File: config.mk
export PLATFORM = sky130hd
export DESIGN_NAME = irq_status_agg
export DESIGN_NICKNAME = d
export VERILOG_FILES = /design/src/rtl/irq_status_pkg.sv /design/src/rtl/irq_sticky_bank.sv /design/src/rtl/irq_tx_flag.sv /design/src/rtl/irq_req_gen.sv /design/src/rtl/irq_status_agg.sv
export SDC_FILE = /design/constraint.sdc
export NUM_CORES = 1
export LEC_CHECK = 0
export ABC_AREA = 1
export CAP_MARGIN = 20
export CORE_ASPECT_RATIO = 1.1
export CORE_MARGIN = 10
export CORE_UTILIZATION = 40
export DETAILED_ROUTE_END_ITERATION = 12
export GPL_TIMING_DRIVEN = 0
export PLACE_DENSITY = 0.78
export SYNTH_ARGS = -nofsm -noshare
export SYNTH_HDL_FRONTEND = slang
export SYNTH_SLANG_ARGS = --single-unit
File: constraint.sdc
create_clock -name clk -period 1.42 [get_ports clk]
set_clock_uncertainty 0.2 [all_clocks]
set_input_delay 0.426 -clock clk [delete_from_list [all_inputs] [get_ports clk]]
set_output_delay 0.426 -clock clk [all_outputs]
set_load 0.05 [all_outputs]
File: src/rtl/irq_status_pkg.sv
`timescale 1ns/1ps
package irq_status_pkg;
  localparam int FLAG_W   = 8;
  localparam int STICKY_W = FLAG_W - 1;
  localparam int TX_BIT   = FLAG_W - 1;
  localparam int TX_DELAY = 2;

  typedef enum logic {
    SEL_STATUS = 1'b0,
    SEL_ENABLE = 1'b1
  } reg_sel_e;
endpackage

File: src/rtl/irq_sticky_bank.sv
`timescale 1ns/1ps
module irq_sticky_bank #(
  parameter int W = 7
) (
  input  logic         clk,
  input  logic         rst_n,
  input  logic         soft_clr,
  input  logic [W-1:0] set_i,
  input  logic [W-1:0] clr_i,
  output logic [W-1:0] q
);
  for (genvar i = 0; i < W; i++) begin : g_bit
    always_ff @(posedge clk or negedge rst_n) begin
      if (!rst_n)        q[i] <= 1'b0;
      else if (soft_clr) q[i] <= 1'b0;
      else if (set_i[i]) q[i] <= 1'b1;   // set beats clear
      else if (clr_i[i]) q[i] <= 1'b0;
    end
  end
endmodule

File: src/rtl/irq_tx_flag.sv
`timescale 1ns/1ps
module irq_tx_flag #(
  parameter int N     = 4,
  parameter int DELAY = 2
) (
  input  logic         clk,
  input  logic         rst_n,
  input  logic         soft_rst,
  input  logic [N-1:0] buf_flag,
  input  logic [N-1:0] buf_ien,
  input  logic [N-1:0] buf_cfg,
  output logic         live_o,
  output logic         tx_o
);
  logic [DELAY-1:0] hold_q;

  assign live_o = |(buf_flag & buf_ien);

  always_ff @(posedge clk or negedge rst_n) begin
    if (!rst_n)        hold_q <= '0;
    else if (soft_rst) hold_q <= {DELAY{|buf_cfg}};
    else               hold_q <= {hold_q[DELAY-2:0], live_o};
  end

  // rises at once, falls DELAY edges after the live term drops
  assign tx_o = live_o | (|hold_q);
endmodule

File: src/rtl/irq_req_gen.sv
`timescale 1ns/1ps
module irq_req_gen #(
  parameter int W = 8
) (
  input  logic         clk,
  input  logic         rst_n,
  input  logic [W-1:0] flags,
  input  logic [W-1:0] enables,
  output logic         irq_o
);
  always_ff @(posedge clk or negedge rst_n) begin
    if (!rst_n) irq_o <= 1'b0;
    else        irq_o <= |(flags & enables);
  end
endmodule

File: src/rtl/irq_status_agg.sv
`timescale 1ns/1ps
module irq_status_agg
  import irq_status_pkg::*;
#(
  parameter int NUM_TXBUF = 4
) (
  input  logic                 clk,
  input  logic                 hard_rst_n,
  input  logic                 soft_rst,
  input  logic [STICKY_W-1:0]  ev_pulse,
  input  logic [NUM_TXBUF-1:0] txb_flag,
  input  logic [NUM_TXBUF-1:0] txb_ien,
  input  logic [NUM_TXBUF-1:0] txb_cfg,
  input  logic                 cpu_sel,
  input  logic                 cpu_wr_en,
  input  logic [FLAG_W-1:0]    cpu_wdata,
  output logic [FLAG_W-1:0]    cpu_rdata,
  output logic                 irq
);
  logic [STICKY_W-1:0] sticky_q;
  logic [STICKY_W-1:0] clr_vec;
  logic [FLAG_W-1:0]   en_q;
  logic [FLAG_W-1:0]   status_w;
  logic                tx_flag;
  logic                tx_live;
  logic                wr_status, wr_enable;

  assign wr_status = cpu_wr_en && (cpu_sel == SEL_STATUS);
  assign wr_enable = cpu_wr_en && (cpu_sel == SEL_ENABLE);
  assign clr_vec   = wr_status ? cpu_wdata[STICKY_W-1:0] : '0;

  irq_sticky_bank #(.W(STICKY_W)) u_sticky (
    .clk      (clk),
    .rst_n    (hard_rst_n),
    .soft_clr (soft_rst),
    .set_i    (ev_pulse),
    .clr_i    (clr_vec),
    .q        (sticky_q)
  );

  irq_tx_flag #(.N(NUM_TXBUF), .DELAY(TX_DELAY)) u_tx (
    .clk      (clk),
    .rst_n    (hard_rst_n),
    .soft_rst (soft_rst),
    .buf_flag (txb_flag),
    .buf_ien  (txb_ien),
    .buf_cfg  (txb_cfg),
    .live_o   (tx_live),
    .tx_o     (tx_flag)
  );

  always_ff @(posedge clk or negedge hard_rst_n) begin
    if (!hard_rst_n)    en_q <= '0;
    else if (wr_enable) en_q <= cpu_wdata;
  end

  assign status_w  = {tx_flag, sticky_q};
  assign cpu_rdata = (cpu_sel == SEL_ENABLE) ? en_q : status_w;

  irq_req_gen #(.W(FLAG_W)) u_req (
    .clk     (clk),
    .rst_n   (hard_rst_n),
    .flags   (status_w),
    .enables (en_q),
    .irq_o   (irq)
  );
endmodule

## Yosys cells after proc, flatten, opt, wreduce, memory -nomap -nowiden

Index checks and enable logic that the tools add are counted.

- Output and inout port bits: 9
- Bits in registers: 18
- Bits of input ports: 32
- Logic and storage cells: 51

- Bitwise logic cells: 4
- Reductions and logical operators: 13
- Mux-type cells: 24

Operators by type and width:

| cell | number |
|---|---|
| $mux 1 | 21 |
| $reduce_bool 3->1 | 7 |
| $and 8x8->8 | 1 |
| $mux 8 | 1 |
| $reduce_or 4->1 | 2 |
| $reduce_or 8->1 | 1 |
| $mux 7 | 1 |
| $and 4x4->4 | 1 |
| $logic_and 1x1->1 | 2 |
| $mux 2 | 1 |
| $reduce_or 2->1 | 1 |
| $not 1->1 | 1 |
| $or 1x1->1 | 1 |

## Logic depth before layout (Yosys ltp)

- Depth in word-level cells: 6
- Gate-level depth with buffers: 6
- Gate-level depth less buffers: 6

## Modules after synthesis

Synthesis repeated with hierarchy kept, for this count alone.

- Cells, all modules: 148
- Area, all modules: 1007.2 um^2

By module, submodules not included:

| module | cells an instance | area an instance (um^2) | sequential area each (um^2) | times used |
|---|---|---|---|---|
| irq_status_agg | 76 | 514.2 | 200.2 | 1 |
| irq_sticky_bank | 35 | 289.0 | 175.2 | 1 |
| irq_tx_flag | 21 | 122.6 | 50.0 | 1 |
| irq_req_gen | 16 | 81.3 | 25.0 | 1 |

## Worst setup path before layout

No wires, ideal clock.

- Path type: input to output
- From: input cpu_sel
- To: output cpu_rdata[7]
- Cell stages on the path: 4
- Data required time: 0.794 ns
- Arrival time: 1.026 ns
- Path buffers: 1
- Path slack: -0.232 ns
- Cells stage by stage: buf_6 > inv_4 > nand2_1 > nand2_1

- Longest elaborated chain between the ends: 1

RTL lines:

| item | RTL line | RTL |
|---|---|---|
| start, declared | irq_status_agg.sv:14 | `input logic cpu_sel,` |
| $mux 8 | irq_status_agg.sv:58 | `assign cpu_rdata = (cpu_sel == SEL_ENABLE) ? en_q : status_w;` |
| end, declared | irq_status_agg.sv:17 | `output logic [FLAG_W-1:0] cpu_rdata,` |

No other way between the ends.

## Worst setup path in the final report

- From: register u_tx.hold_q[0]
- To: output cpu_rdata[7]

- Longest elaborated chain between the ends: 3

RTL lines:

| item | RTL line | RTL |
|---|---|---|
| start, declared | irq_tx_flag.sv:15 | `logic [DELAY-1:0] hold_q;` |
| start signal, assigned | irq_tx_flag.sv:21 | `else if (soft_rst) hold_q <= {DELAY{\|buf_cfg}};` |
| start signal, assigned | irq_tx_flag.sv:22 | `else hold_q <= {hold_q[DELAY-2:0], live_o};` |
| $reduce_or 2->1 | irq_tx_flag.sv:26 | `assign tx_o = live_o \| (\|hold_q);` |
| $or 1x1->1 | irq_tx_flag.sv:26 |  |
| $mux 8 | irq_status_agg.sv:58 |  |

No other way between the ends.

==> flow_summary.json <==
{
  "run_status": "finished with violations",
  "violations": "negative setup slack",
  "synth_xor_xnor_area_share": 0,
  "clock_tree.root_cell": "sky130_fd_sc_hd__clkbuf_4",
  "number_of_max_capacitance_violations_reported": 0,
  "synth.avg_cell_area_um2": 7.62,
  "postSynth.asyncResetShare": 1.00,
  "crit_path_start_kind": "register",
  "post-synth-top-area-fraction": 0.497,
  "drtPass1Iterations": 4,
  "timing.setup.critical_path_class": "register to output port",
  "critical_path_arrival_ps": 1140,
  "final_util": 0.735,
  "num_rows": 18,
  "gp_congestion": 0.843,
  "finalHoldViolations": 0,
  "period_minus_slack_ps": 1760,
  "setup.worst_path.end_class": "output port",
  "totalPowerFinal_w": 0.00141,
  "share_of_the_synthesized_area_in_compound_gates_ao_oa_aoi_oai": 0.127,
  "layout_worst_path_cycle_share": 1.24,
  "coreArea_um2": 2210,
  "starting_density": 0.411,
  "area.sequential_um2": 450,
  "antenna_cells_inserted": 0,
  "synth_largest_area_cell": "sky130_fd_sc_hd__dfrtp_1",
  "die_y_um": 69.9,
  "pin_count": 41,
  "clock_sink_count": 18,
  "synth_nets": 151,
  "antenna_violating_nets_post_route": 0,
  "worstSkewPairLatency_ps": 280,
  "synth.area.mux_share": 0.0166,
  "synth-seq-area-share": 0.497,
  "synthesis.area_um2": 907,
  "fillerInstances": 177,
  "rsz_0062_raised_after_global_routing": "true",
  "finalNetCount": 209,
  "synth_enable_flop_cells": 0,
  "yosysWarningCount": 0,
  "place_worst_setup_slack_ps": -1290,
  "worst_slew_margin_rel": 0.460,
  "main_combinational_cell_family_by_area_after_synthesis": "simple AND/OR/NAND/NOR gates",
  "drt-total-wl_mm": 2.86,
  "grt_max_degree": 19,
  "drc": 0,
  "post_synth_num_cell_types": 14,
  "setup_viol": 9,
  "drive_above_1_share": 0.377,
  "vias_per_cell": 4.74,
  "wl_per_cell_um": 13.9,
  "num_vias": 972,
  "syn-instance-count": 119,
  "initial_antenna_violation_count": 0,
  "die_w_um": 65.4,
  "hold_path.class": "input port to async pin",
  "via_count_of_the_first_global_routing_pass": 1040,
  "clk_pin_slew_worst_paths_ps": 100,
  "max-vdd-ir-drop_mv": 0.578,
  "max_clock_freq_mhz": 567,
  "clock_tree.htree_level_count": 1,
  "drt-initial-drc-count": 30,
  "ys_top_cells_by_area": "sky130_fd_sc_hd__dfrtp_1 50%, sky130_fd_sc_hd__nand2_1 20%, sky130_fd_sc_hd__inv_1 6.2%, sky130_fd_sc_hd__o21ai_0 5.0%, sky130_fd_sc_hd__a21oi_1 3.9%",
  "combined_area_of_the_multi_input_logic_cells_um2": 494,
  "timing.critical_path.fanout_max": 2,
  "setup_tns_ps": -1640,
  "port_buffers": 38,
  "post_synth_most_frequent_cells": "49 x sky130_fd_sc_hd__nand2_1, 18 x sky130_fd_sc_hd__dfrtp_1, 15 x sky130_fd_sc_hd__inv_1",
  "grt_first_pass_wirelength_mm": 4.75,
  "report.final.slew_viol_count": 0,
  "grt_overflow_total": 0,
  "area.growth.synth_to_final_pct": 78.9,
  "postSynthRegisterBits": 18,
  "post_synth_and_or_nand_nor_area_fraction": 0.261,
  "groute.usage.overall": 0.127,
  "tritoncts": "built",
  "timing.final.ws_setup_ps": -343,
  "ys.flop_type": "sky130_fd_sc_hd__dfrtp_1",
  "die_area_um2": 4570,
  "leakagePower_nw": 0.833,
  "cts-root-to-sink-buffers": 2,
  "power_density_nw_per_um2": 867,
  "yosysMostFrequentCell": "sky130_fd_sc_hd__nand2_1",
  "slew_at_the_pin_closest_to_its_max_slew_limit_ps": 809,
  "dp_hpwl_mm": 1.96,
  "cp_data_required_time_ps": 790,
  "adder_and_majority_gate_portion_of_the_synthesized_area": 0,
  "whs_ps": 9.84,
  "number_of_clock_buffers_inserted_by_tritoncts": 3
}
-- layout make-up --
type                       instances  area share
inverter                          16      0.0447
timing repair buffer              53       0.314
tap                               30      0.0231
multi-input combinational         82       0.305
sequential                        18       0.278
buffer                             3      0.0224
clock buffer                       3      0.0139
-- cell usage in the layout, fill, tap and decap left out, types with 7 or more instances in the layout --
cell / count
sky130_fd_sc_hd__nand2_1: 26
sky130_fd_sc_hd__clkdlybuf4s50_1: 19
sky130_fd_sc_hd__dfrtp_1: 18
sky130_fd_sc_hd__inv_1: 15
sky130_fd_sc_hd__buf_4: 15
sky130_fd_sc_hd__nand2_2: 13
sky130_fd_sc_hd__nand2_4: 10
sky130_fd_sc_hd__o21ai_0: 9
sky130_fd_sc_hd__buf_6: 9
sky130_fd_sc_hd__a21oi_1: 7
sky130_fd_sc_hd__o21ai_1: 7
-- metrics by stage --
step / std cells / cell area [µm²]
finish: 205 / 1620
detailed placement: 187 / 1440
global route: 205 / 1620
CTS: 203 / 1610
floorplan: 119 / 1030
global placement: 187 / 1440
-- power breakdown --
group | switching [W] | total [W] | leakage [nW] | internal, W
sequential | 0.0000387 | 0.000604 | 0.218 | 0.000565
clock | 0.000151 | 0.000249 | 0.0138 | 0.0000984
combinational | 0.000286 | 0.000554 | 0.601 | 0.000268
total | 0.000476 | 0.00141 | 0.833 | 0.000932
-- metal layers --
metal | global-route usage | wire (µm) | up-vias
met5 | 0 | 0 | -
met3 | 0.0415 | 218 | 2
met2 | 0.238 | 1510 | 40
met1 | 0.122 | 1100 | 448
met4 | 0.0500 | 34 | 0
li1 | - | - | 482
-- state kept, by name, indices dropped and copies added (netlist names) --
register	count
u_req.irq_o	1
en_q	8
u_tx.hold_q	2
u_sticky.q	7
-- logic make-up (layout without fill, tap and decap cells) --
group                  after synthesis  count (layout)
and+or+nand+nor                     58              58
AOI/OAI and AO/OA                   23              23
buffers and inverters               19              75
DFF                                 18              18
muxes                                1               1
-- repair_timing --
action,4_1_cts,5_1_grt
buffers inserted,13,2
hold buffers,0,0
setup endpoints to repair,10,27
pin swaps,23,2
resized for setup,108,1
-- final timing paths --
path / end / cells past startpoint / slack (ps) / from
min: u_sticky.q[6] / 1 / 10 / hard_rst_n
min in group clk: u_sticky.q[2] / 2 / 240 / soft_rst
max reg2reg: u_req.irq_o / 6 / 170 / u_sticky.q[0]
max: cpu_rdata[7] / 5 / -340 / u_tx.hold_q[0]
max in group asynchronous: u_sticky.q[4] / 1 / 510 / hard_rst_n
min reg2reg: u_tx.hold_q[1] / 2 / 330 / u_tx.hold_q[0]
-- critical path, stage by stage, from the launching register on --
cell                      delay, ps
sky130_fd_sc_hd__dfrtp_1        390
sky130_fd_sc_hd__nor2_1         100
sky130_fd_sc_hd__nand2_1         90
sky130_fd_sc_hd__nand2_2         80
sky130_fd_sc_hd__nand2_4         50
sky130_fd_sc_hd__buf_8          140
Note: power is estimated with default switching activity, not from simulation.
